File: src/rtl/ifa_pkg.sv
package ifa_pkg;
   localparam int unsigned IFA_INT_W_DEF  = 5;
   localparam int unsigned IFA_FRAC_W_DEF = 24;
   localparam int unsigned IFA_TIME_W_DEF = 32;

   function automatic int unsigned ifa_ring_taps(input int unsigned int_w);
      return 32'd1 << int_w;
   endfunction
endpackage

File: src/rtl/ifa_main_acc.sv
module ifa_main_acc #(
   parameter int unsigned INT_W  = 5,
   parameter int unsigned FRAC_W = 24,
   parameter int unsigned TIME_W = 32,
   localparam int unsigned ACC_W = INT_W + FRAC_W
) (
   input  logic              clk,
   input  logic              rst,
   input  logic              strobe,
   input  logic [ACC_W-1:0]  fcw,
   output logic [INT_W-1:0]  sel_q,
   output logic [INT_W-1:0]  reg_a_q,
   output logic [TIME_W-1:0] edge_q,
   output logic [TIME_W-1:0] edge_d
);
   logic [ACC_W-1:0]  acc_q;
   logic [ACC_W-1:0]  acc_d;
   logic [FRAC_W:0]   frac_sum;
   logic [TIME_W-1:0] step;

   always_comb begin
      frac_sum = {1'b0, acc_q[FRAC_W-1:0]} + {1'b0, fcw[FRAC_W-1:0]};
      step     = TIME_W'(fcw[ACC_W-1:FRAC_W]) + TIME_W'(frac_sum[FRAC_W]);
      acc_d    = acc_q + fcw;
      edge_d   = strobe ? edge_q + step : edge_q;
   end

   always_ff @(posedge clk) begin
      if (rst) begin
         acc_q   <= '0;
         edge_q  <= '0;
         reg_a_q <= '0;
      end else if (strobe) begin
         acc_q   <= acc_d;
         edge_q  <= edge_d;
         reg_a_q <= acc_d[ACC_W-1:FRAC_W];
      end
   end

   assign sel_q = acc_q[ACC_W-1:FRAC_W];

   // the wrapped accumulator integer and the unbounded edge count agree on the tap
   a_r2_sel_tracks_edge: assert property (@(posedge clk) disable iff (rst)
      sel_q == edge_q[INT_W-1:0]);
   // each edge advances by the integer part, plus at most one carry
   a_r2_step_bounds: assert property (@(posedge clk) disable iff (rst)
      strobe |=> (edge_q - $past(edge_q)) - TIME_W'($past(fcw[ACC_W-1:FRAC_W])) <= TIME_W'(1));
   // nothing moves without a strobe
   a_r7_acc_hold: assert property (@(posedge clk) disable iff (rst)
      !strobe |=> $stable(acc_q) && $stable(edge_q));
endmodule

File: src/rtl/ifa_path_b.sv
module ifa_path_b #(
   parameter int unsigned INT_W  = 5,
   parameter int unsigned TIME_W = 32
) (
   input  logic              clk,
   input  logic              rst,
   input  logic              strobe,
   input  logic [INT_W-1:0]  phase_ctl,
   input  logic [INT_W-1:0]  reg_a_q,
   input  logic [TIME_W-1:0] edge_a_q,
   output logic [INT_W-1:0]  reg_b_q,
   output logic [TIME_W-1:0] edge_q,
   output logic [TIME_W-1:0] edge_d
);
   assign edge_d = strobe ? edge_a_q + TIME_W'(phase_ctl) : edge_q;

   always_ff @(posedge clk) begin
      if (rst) begin
         reg_b_q <= '0;
         edge_q  <= '0;
      end else if (strobe) begin
         reg_b_q <= reg_a_q + phase_ctl;
         edge_q  <= edge_d;
      end
   end

   // 5-bit select register and unbounded path B time stay on the same tap
   a_r3_sel_b_ring: assert property (@(posedge clk) disable iff (rst)
      reg_b_q == edge_q[INT_W-1:0]);
   // path B holds between strobes
   a_r7_b_hold: assert property (@(posedge clk) disable iff (rst)
      !strobe |=> $stable(edge_q) && $stable(reg_b_q));
endmodule

File: src/rtl/ifa_interp.sv
module ifa_interp #(
   parameter int unsigned TIME_W = 32,
   localparam int unsigned OUT_W = TIME_W + 1
) (
   input  logic              clk,
   input  logic              rst,
   input  logic              strobe,
   input  logic [TIME_W-1:0] edge_a_d,
   input  logic [TIME_W-1:0] edge_b_d,
   output logic [OUT_W-1:0]  out_q,
   output logic [OUT_W-1:0]  iv_q,
   output logic              valid_q
);
   logic [OUT_W-1:0] mid_d;

   assign mid_d = {1'b0, edge_a_d} + {1'b0, edge_b_d};

   always_ff @(posedge clk) begin
      if (rst) begin
         out_q   <= '0;
         iv_q    <= '0;
         valid_q <= 1'b0;
      end else begin
         valid_q <= strobe;
         if (strobe) begin
            out_q <= mid_d;
            iv_q  <= mid_d - out_q;
         end
      end
   end

   // one valid pulse per strobe, one clock later
   a_r5_valid_follows: assert property (@(posedge clk) disable iff (rst)
      strobe |=> valid_q);
   a_r5_valid_quiet: assert property (@(posedge clk) disable iff (rst)
      !strobe |=> !valid_q && $stable(out_q) && $stable(iv_q));
endmodule

File: src/rtl/ifa_edge_seq.sv
module ifa_edge_seq
   import ifa_pkg::*;
#(
   parameter int unsigned INT_W  = IFA_INT_W_DEF,
   parameter int unsigned FRAC_W = IFA_FRAC_W_DEF,
   parameter int unsigned TIME_W = IFA_TIME_W_DEF,
   localparam int unsigned ACC_W = INT_W + FRAC_W,
   localparam int unsigned OUT_W = TIME_W + 1,
   localparam int unsigned TAPS  = ifa_ring_taps(INT_W)
) (
   input  logic              clk,
   input  logic              rst,
   input  logic              strobe,
   input  logic [ACC_W-1:0]  fcw,
   input  logic [INT_W-1:0]  phase_ctl,
   output logic [INT_W-1:0]  sel_a,
   output logic [INT_W-1:0]  sel_b,
   output logic [TIME_W-1:0] edge_a_time,
   output logic [TIME_W-1:0] edge_b_time,
   output logic [OUT_W-1:0]  out_time,
   output logic [OUT_W-1:0]  out_interval,
   output logic              out_valid,
   output logic              path_a_lvl,
   output logic              path_b_lvl
);
   if (INT_W < 1 || INT_W > 8) begin : g_bad_int
      $error("INT_W must lie in 1..8");
   end
   if (FRAC_W < 1) begin : g_bad_frac
      $error("FRAC_W must be at least 1");
   end
   if (TIME_W <= INT_W + 1) begin : g_bad_time
      $error("TIME_W must exceed INT_W + 1");
   end
   if (TAPS < 2) begin : g_bad_taps
      $error("phase ring needs at least two taps");
   end

   logic [INT_W-1:0]  reg_a_q;
   logic [TIME_W-1:0] edge_a_d;
   logic [TIME_W-1:0] edge_b_d;
   logic [TIME_W-1:0] lo_edge;
   logic [TIME_W-1:0] hi_edge;

   ifa_main_acc #(.INT_W(INT_W), .FRAC_W(FRAC_W), .TIME_W(TIME_W)) u_main (
      .clk(clk), .rst(rst), .strobe(strobe), .fcw(fcw),
      .sel_q(sel_a), .reg_a_q(reg_a_q), .edge_q(edge_a_time), .edge_d(edge_a_d));

   ifa_path_b #(.INT_W(INT_W), .TIME_W(TIME_W)) u_path_b (
      .clk(clk), .rst(rst), .strobe(strobe), .phase_ctl(phase_ctl),
      .reg_a_q(reg_a_q), .edge_a_q(edge_a_time),
      .reg_b_q(sel_b), .edge_q(edge_b_time), .edge_d(edge_b_d));

   ifa_interp #(.TIME_W(TIME_W)) u_interp (
      .clk(clk), .rst(rst), .strobe(strobe),
      .edge_a_d(edge_a_d), .edge_b_d(edge_b_d),
      .out_q(out_time), .iv_q(out_interval), .valid_q(out_valid));

   for (genvar p = 0; p < 2; p++) begin : g_div
      logic lvl;
      always_ff @(posedge clk) begin
         if (rst)         lvl <= 1'b0;
         else if (strobe) lvl <= ~lvl;
      end
      // every selected edge flips this path's divider
      a_r6_toggle: assert property (@(posedge clk) disable iff (rst)
         strobe |=> lvl != $past(lvl));
   end

   assign path_a_lvl = g_div[0].lvl;
   assign path_b_lvl = g_div[1].lvl;

   always_comb begin
      lo_edge = (edge_a_time < edge_b_time) ? edge_a_time : edge_b_time;
      hi_edge = (edge_a_time < edge_b_time) ? edge_b_time : edge_a_time;
   end

   // the interpolated edge lies between the two path edges
   a_r4_midpoint_bounds: assert property (@(posedge clk) disable iff (rst)
      out_valid |-> (out_time >= {lo_edge, 1'b0}) && (out_time <= {hi_edge, 1'b0}));
   // the first clock out of reset shows a cleared block
   a_r1_reset_clear: assert property (@(posedge clk) disable iff (rst)
      $fell(rst) |-> (out_time == '0) && !out_valid && (edge_a_time == '0) && (edge_b_time == '0));
endmodule

File: config.mk
export PLATFORM = sky130hd
export DESIGN_NAME = ifa_edge_seq
export DESIGN_NICKNAME = d
export VERILOG_FILES = /design/src/rtl/ifa_pkg.sv /design/src/rtl/ifa_main_acc.sv /design/src/rtl/ifa_path_b.sv /design/src/rtl/ifa_interp.sv /design/src/rtl/ifa_edge_seq.sv
export SDC_FILE = /design/constraint.sdc
export NUM_CORES = 1
export LEC_CHECK = 0
export BUFFER_PORTS_ARGS = -buffer_cell sky130_fd_sc_hd__buf_2
export CORE_MARGIN = 4
export CORE_UTILIZATION = 46
export CTS_BUF_LIST = sky130_fd_sc_hd__clkbuf_2 sky130_fd_sc_hd__clkbuf_4 sky130_fd_sc_hd__clkbuf_8
export CTS_CLUSTER_SIZE = 30
export DETAILED_ROUTE_END_ITERATION = 7
export PLACE_DENSITY_LB_ADDON = 0.12
export RECOVER_POWER = 50
export SYNTH_ARGS = -nofsm -noshare
export SYNTH_HDL_FRONTEND = slang
export SYNTH_SLANG_ARGS = --single-unit
File: constraint.sdc
create_clock -name clk -period 17.2 [get_ports clk]
set_input_delay 3.44 -clock clk [delete_from_list [all_inputs] [get_ports clk]]
set_output_delay 3.44 -clock clk [all_outputs]
set_load 0.01 [all_outputs]
After elaboration in Yosys (flattened, before gate mapping) --
Cells that the tools add are included.
Word-level totals: input port bits 37, register bits after elaboration 172, output and inout bits 143
Cells by class: bitwise logic cells 2, mux-type cells 2, add/subtract/negate cells 8
Operators by type and width (count):
- 2-to-1 mux 32 bit | 2
- adder 32 x 32 -> 33 bit | 1
- subtractor 33 bit | 1
- adder 32 bit | 1
- adder 32 x 5 -> 32 bit | 1
- adder 29 bit | 1
- adder 24 x 24 -> 25 bit | 1
- adder 5 x 1 -> 6 bit | 1
- adder 5 bit | 1
- NOT 1 bit | 2

Longest topological paths before layout --
Gate-level depths: netlist of the first run.
word-level depth 6, mapped depth 40

By module --
Synthesis of the first run repeated with hierarchy kept, for this count alone.
Second synthesis, totals: cell total of the unflattened synthesis 1538, area total of the unflattened synthesis 12413.2 µm²
By module, submodules not included:
- ifa_interp | area an instance 5776.8 µm², cells an instance 727, sequential area each 1341.3 µm², instances 1
- ifa_main_acc | area an instance 4097.7 µm², cells an instance 494, sequential area each 1221.2 µm², instances 1
- ifa_path_b | area an instance 2473.6 µm², cells an instance 311, sequential area each 740.7 µm², instances 1
- ifa_edge_seq | area an instance 65.1 µm², cells an instance 6, sequential area each 40.0 µm², instances 1

Worst setup path before layout of the first run --
Ideal clock, no wire load.
path type input to register, from input fcw[0], to register u_interp.iv_q[32], setup time 0.115 ns, buffers on the path 1, setup slack 6.381 ns, stages 37, arrival 10.705 ns, path through ha_1 fa_1 a211oi_1 o21ai_0 o2111ai_1 and2_1 o21ai_0 a21o_1 ha_1 ha_1 ha_1 a21o_1 a21oi_1 o21bai_1 a21oi_1 nand2b_1 a21o_1 clkbuf_1 xnor2_1 ha_1 nand2_1 o32ai_1 o21ai_1 a21boi_1 nand4_1 a311oi_1 xor2_1 ha_1 o21ai_2 a22oi_4 and4_1 o21ai_2 o21a_1 o31ai_1 a311oi_2 xor2_1 o21a_1
Between the ends: word-level cells in the longest chain between the ends 6
RTL lines:
- from (decl) | line ifa_edge_seq.sv:14 | input logic [ACC_W-1:0] fcw,
- adder 24 x 24 -> 25 bit | line ifa_main_acc.sv:22 | frac_sum = {1'b0, acc_q[FRAC_W-1:0]} + {1'b0, fcw[FRAC_W-1:0]};
- adder 5 x 1 -> 6 bit | line ifa_main_acc.sv:23 | step = TIME_W'(fcw[ACC_W-1:FRAC_W]) + TIME_W'(frac_sum[FRAC_W]);
- adder 32 bit | line ifa_main_acc.sv:25 | edge_d = strobe ? edge_q + step : edge_q;
- 2-to-1 mux 32 bit | line ifa_main_acc.sv:25
- named net edge_a_d[7] | line ifa_edge_seq.sv:40 | logic [TIME_W-1:0] edge_a_d;
- adder 32 x 32 -> 33 bit | line ifa_interp.sv:16 | assign mid_d = {1'b0, edge_a_d} + {1'b0, edge_b_d};
- named net u_interp.mid_d[15] | line ifa_interp.sv:14 | logic [OUT_W-1:0] mid_d;
- subtractor 33 bit | line ifa_interp.sv:27 | iv_q <= mid_d - out_q;
- to (signal assigned) | line ifa_interp.sv:27
- to (decl) | line ifa_interp.sv:11 | output logic [OUT_W-1:0] iv_q,
The timed path passes the listed nets, and every way through them passes these cells. A chain may end at the register's enable or synchronous reset.

Worst setup path after layout of the first run --
Ends and elaborated chain as after synthesis.

==> results of run 1 <==
==> state kept, by name (all words and copies together) (netlist names) <==
signal and count:
u_interp.iv_q 33, u_path_b.reg_b_q 5, u_path_b.edge_q 32, path_b_lvl 1
u_interp.valid_q 1, u_main.edge_q 32, path_a_lvl 1, u_interp.out_q 33
u_main.acc_q 29
==> worst max-delay path, delay by kind of cell <==
kind	cells	cell delay, ps
AOI/OAI and AO/OA	21	4690
adders and majority gates	7	2310
and+or+nand+nor	5	960
buffers and inverters	1	100
xor gates and xnor gates	3	510
==> kinds of logic (layout without fill, tap and decap cells) <==
logic type / Yosys count / after routing / share of synthesized area, %
AOI/OAI and AO/OA: 351 / 351 / 19.1
adders and majority gates: 115 / 115 / 12.4
muxes: 70 / 70 / 5.92
buffers and inverters: 145 / 299 / 4.72
xor gates and xnor gates: 141 / 141 / 10.3
DFF: 167 / 167 / 27.9
and+or+nand+nor: 492 / 492 / 19.7
==> power breakdown <==
group	total, mW	switching, mW	internal [mW]
sequential	0.465	0.0320	0.433
combinational	0.612	0.357	0.255
clock	0.281	0.156	0.125
==> metal layers <==
layer  vias to the layer above  GRT usage (%)  part of all wire (%)
met3                        27           3.96                   4.9
met5                         -              0                     0
met2                       243           37.6                    45
li1                       5493              -                     -
met1                      5000           33.0                    48
met4                         0           5.85                   1.6
==> through the flow <==
step,total power [mW],instance area (um2),std cells
finish,1.36,13300,1965
global route,1.46,13300,1965
CTS,1.38,13500,1965
detailed placement,1.09,13100,1934
global placement,1.09,13100,1934
floorplan,0.929,12000,1481
==> layout by cell type (no fill, tap or decap), types with 20 or more instances in the layout <==
cell type  count
mux2i_1       62
clkbuf_1     142
clkbuf_8      20
o21ai_0       54
nor3_1        26
a21oi_1      118
a21o_1        38
inv_1         84
dfxtp_1      167
nor2_1       174
nor2b_1       75
nand3_1       33
buf_2         38
nand4_1       23
a211oi_1      20
xor2_1        52
xnor2_1       89
nand2_1       99
ha_1         109
==> worst paths after layout <==
kind | startpoint | to | cells after the start
max | fcw[0] | u_interp.iv_q[32] | 37
min | u_interp.iv_q[28] | u_interp.iv_q[28] | 2
max reg2reg | u_main.acc_q[0] | u_interp.iv_q[32] | 36
min reg2reg | u_interp.iv_q[28] | u_interp.iv_q[28] | 2
==> final cells by class <==
| class | count | share of cell area (%) |
|---|---|---|
| clock inverters | 11 | 0.744 |
| inverters | 85 | 2.40 |
| repair buffers | 183 | 5.64 |
| clock buffers | 20 | 2.07 |
| flip-flops and latches | 167 | 25.2 |
| well taps | 330 | 3.11 |
| multi-input cells | 1169 | 60.9 |
==> results.toml, run 1 <==
[run_status]
status = "finished, violations left"
violations = "max-capacitance violations, max-slew violations"

[synth]
yosysWarningCount = 0
ys_types = 75
synthesis.nets = 1633
yosysTopAreaCellShare_pct = 27.9
synth_area_leaders = "dfxtp_1 28%, ha_1 11%, xnor2_1 6.5%"
synth_edf_count = 0
synth.most_common_cell = "nor2_1"
ys_ff_latch = 167
synth_cells = 1481
seq_area_frac_synth_pct = 27.9
ys.flop_type = "dfxtp_1"
yosys.area.top_type = "dfxtp_1"
netlist_area_um2 = 12000
synth_common_cells = "174 x nor2_1, 167 x dfxtp_1, 118 x a21oi_1"
async_flop_share_pct = 0
avgSynthCellArea_um2 = 8.10

[floorplanning]
die_y_um = 170
die_w_um = 170
fp.coreArea_um2 = 25400
dieArea_um2 = 28700
initial_core_util_pct = 47.2
ios = 180
num_rows = 58

[clocking]
clock_tree.root_cell = "clkbuf_8"
cts_buffers = 17
cts_buffer_depth = 2
post_cts_resized = 0
cts_tree = "yes"
postCtsHoldBufs = 0
clk_latency_ps = 470
post-cts-setup-buffers = 0
cts_max_level = 4
cts.sinks = 167
cts.clk_slew.worst_paths_ps = 90

[grt]
grt_overflow_total = 0
grt_usage_pct = 23.4
antenna_found_initial = 0
grt_pass1_wl_mm = 54.8
grt_max_degree = 102
grt_pass1_vias = 10279

[sta]
setup_viol_count_final = 0
whs_ps = 463
hold_viol = 0
fmax_mhz = 85.8
fin_skew_ps = 17.2
slew_viol_final = 173
min_period_ps = 11660
worst_slew_pin_slew_ps = 3020
tns_ps = 0
fin_ws_ps = 5540
rsz0062_at_grt = "no"
relSlewSlack_pct = -101
timing.final.crit_share_pct = 67.8

[route]
drc_errors = 0
avgViaCountPerCell = 5.48
ant_nets = 0
wl_per_cell_um = 17.3
vias = 10763
first_pass_iters = 5
drtIter0Drc = 777
routed_wl_mm = 33.9

[min_path]
min_path_type = "flip-flop to flip-flop"

[placement]
place_congestion = 0.878
dpl.hpwl_mm = 26.3
preCtsSetupSlack_ps = 5080
io_buffer_count = 179

[setup_path]
max_stage_delay_ps = 480
crit_type = "input port to flip-flop"
cp-end-kind = "flip-flop"
path_common_cell = "ha_1"
arrival_ps = 12020
required_ps = 17560
startpoint_type = "input port"
crit_path_max_fanout = 10
r2r_slack_ps = 8300
cp_slowest_cell = "o32ai_1"

[finish]
area_growth_pct = 10.7
postLayoutCoreUtil_pct = 52.3
multi_input_area_um2 = 8090
nNetsFinal = 1775
antennaDiodeCount = 0
num-fill-cells = 2599
regArea_um2 = 3340
drive_above_1_share_pct = 6.30

[pwr]
p_per_area_nw_per_um2 = 102
p_leak_nw = 5.70
peakVddDrop_uv = 65.9

[run]
maxCapViolations = 3
Note: power is estimated with default switching activity, not from simulation.
==> inputs of run 2 (changes only) <==
- ABC_AREA: unset -> 1
- clock period: 17.2 -> 10.7 ns (I/O delays scaled with it)
==> run 2 against run 1 <==
  * Critical path type unchanged
  * The flow still finishes with violations (max-capacitance violations, max-slew violations)
  * Via count increased by 36%
  * Final area up 14%
  * Sequential cell count unchanged
  * Hold slack improved by 34 ps
==> results.toml, run 2 <==
[run_status]
status = "finished, violations left"
violations = "max-capacitance violations, max-slew violations"

[placement]
place_congestion = 0.943
io_buffer_count = 179
dp.cells = 2762
dpl.hpwl_mm = 38.3
place_area_um2 = 14900

[floorplanning]
die_y_um = 181
dieArea_um2 = 32600
fp.coreArea_um2 = 29100
num_rows = 62
ios = 180
die_w_um = 181
initial_core_util_pct = 47.2

[clocking]
cts_tree = "yes"
clock_tree.root_cell = "clkbuf_8"
cts_buffer_depth = 2
post_cts_resized = 0
cts_buffers = 17
cts.clk_slew.worst_paths_ps = 90
clk_latency_ps = 500
post-cts-setup-buffers = 0
cts_max_level = 4
cts.sinks = 167
postCtsHoldBufs = 0

[setup_path]
r2r_slack_ps = 3020
crit_path_max_fanout = 8
crit_type = "input port to flip-flop"
path_depth = 36
startpoint_type = "input port"
required_ps = 11140
worstSetupStartpoint = "fcw[0]"
setup.worst_path.end = "u_interp.iv_q[17]"
path_buf_inv = 4
cp_slowest_cell = "o21ai_0"
cp-end-kind = "flip-flop"
r2r_end = "u_interp.iv_q[17]"
reg2reg_depth = 35
cp_top_family = "adder cells"
max_stage_delay_ps = 610
arrival_ps = 9550
r2r-start = "u_main.acc_q[0]"
path_common_cell = "nand3_1"

[sta]
setup_viol_count_final = 0
worst_slew_pin_slew_ps = 1870
tns_ps = 0
timing.final.crit_share_pct = 85.2
rsz0062_at_grt = "no"
fmax_mhz = 110
min_period_ps = 9110
hold_viol = 0
slew_viol_final = 47
fin_skew_ps = 21.4
relSlewSlack_pct = -24.4

[pwr]
peakVddDrop_uv = 82.2
power_mw = 2.02
p_per_area_nw_per_um2 = 134
p_leak_nw = 8.05

[finish]
antennaDiodeCount = 0
stdcell_area_um2 = 15100
reg.largest.list = "u_interp.iv_q: 33 flops, u_interp.out_q: 33 flops"
num-fill-cells = 3199
nNetsFinal = 2549
final_cell_mix = "555 x nand2_1, 337 x inv_1, 297 x nor2_1"
drive_above_1_share_pct = 4.81
area_growth_pct = 10.4
final_common_cell = "nand2_1"
fin_cells = 2794

[synth]
yosysTopAreaCellShare_pct = 24.4
async_flop_share_pct = 0
ys_types = 44
yosysWarningCount = 0
synth_cells = 2250
synth_edf_count = 0
synth_common_cells = "555 x nand2_1, 338 x inv_1, 297 x nor2_1"
seq_area_frac_synth_pct = 24.4
ys.flop_type = "dfxtp_1"
netlist_area_um2 = 13700
yosys.area.top_type = "dfxtp_1"
avgSynthCellArea_um2 = 6.10
synth.most_common_cell = "nand2_1"
ys_ff_latch = 167
synthesis.nets = 2402
synth_area_leaders = "dfxtp_1 24%, nand2_1 15%, ha_1 9.9%"

[grt]
grt_pass1_vias = 13974
antenna_found_initial = 0
grt_max_degree = 89
grt_pass1_wl_mm = 74.4
grt_overflow_total = 0
grt_usage_pct = 28.3

[route]
ant_nets = 0
vias = 14638
routed_wl_mm = 47.3
drc_errors = 0
wl_per_cell_um = 16.9
avgViaCountPerCell = 5.24
drtIter0Drc = 946
first_pass_iters = 5

[min_path]
min_path_type = "flip-flop to flip-flop"

[run]
maxCapViolations = 1
[run 2: power breakdown]
part	switching [mW]	internal [mW]
Sequential	0.0389	0.678
Combinational	0.529	0.266
Clock	0.263	0.249
Total	0.831	1.19
[run 2: worst register-to-register path, delay by kind of cell, from the launching register on]
family,cells,cell delay (ps)
AO/OA/AOI/OAI,7,1940
adder cells (fa/ha/maj),7,2220
XOR/XNOR,3,840
AND/OR/NAND/NOR,15,2070
buffers and inverters,3,230
flip-flops,1,320
[run 2: cell type report]
type / instances / area [um2] / share of cell area (%)
multi-input cells: 1686 / 8850 / 58.5
flip-flops and latches: 167 / 3340 / 22.1
inverters: 341 / 1280 / 8.46
repair buffers: 184 / 757 / 5.00
well taps: 384 / 480 / 3.17
clock buffers: 22 / 278 / 1.83
clock inverters: 10 / 145 / 0.959
[run 2: cell families after synthesis]
logic type	share of synthesized area [%]
AOI/OAI and AO/OA	15.4
xor gates and xnor gates	4.72
DFF	24.4
buffers and inverters	11.1
adders and majority gates	10.8
and+or+nand+nor	33.7
[run 2: worst min path at each step]
stage | cells after the start | slack, ps | end | from
CTS | 2 | 500 | u_main.acc_q[18] | u_main.acc_q[18]
floorplan | 2 | 450 | u_main.acc_q[18] | u_main.acc_q[18]
finish | 2 | 500 | u_main.acc_q[18] | u_main.acc_q[18]
global placement | 2 | 470 | u_main.acc_q[18] | u_main.acc_q[18]
detailed placement | 2 | 470 | u_main.acc_q[18] | u_main.acc_q[18]
global route | 2 | 530 | u_path_b.edge_q[26] | u_path_b.edge_q[26]
[run 2: routing by layer]
| layer | track usage [%] | routed length, um |
|---|---|---|
| met5 | 0 | 0 |
| met1 | 37.3 | 21600 |
| met3 | 4.54 | 2670 |
| met2 | 47.1 | 21500 |
| met4 | 9.92 | 1470 |
[run 2: metrics by stage]
step | hold WS [ps] | utilization [%] | worst slack [ps]
4_1_cts | 501 | 52.7 | 1870
5_1_grt | 533 | 52.0 | 1180
3_3_place_gp | 469 | 51.2 | 1300
3_5_place_dp | 473 | 51.2 | 1360
6_report | 497 | 52.0 | 1590
2_1_floorplan | 453 | - | 3100
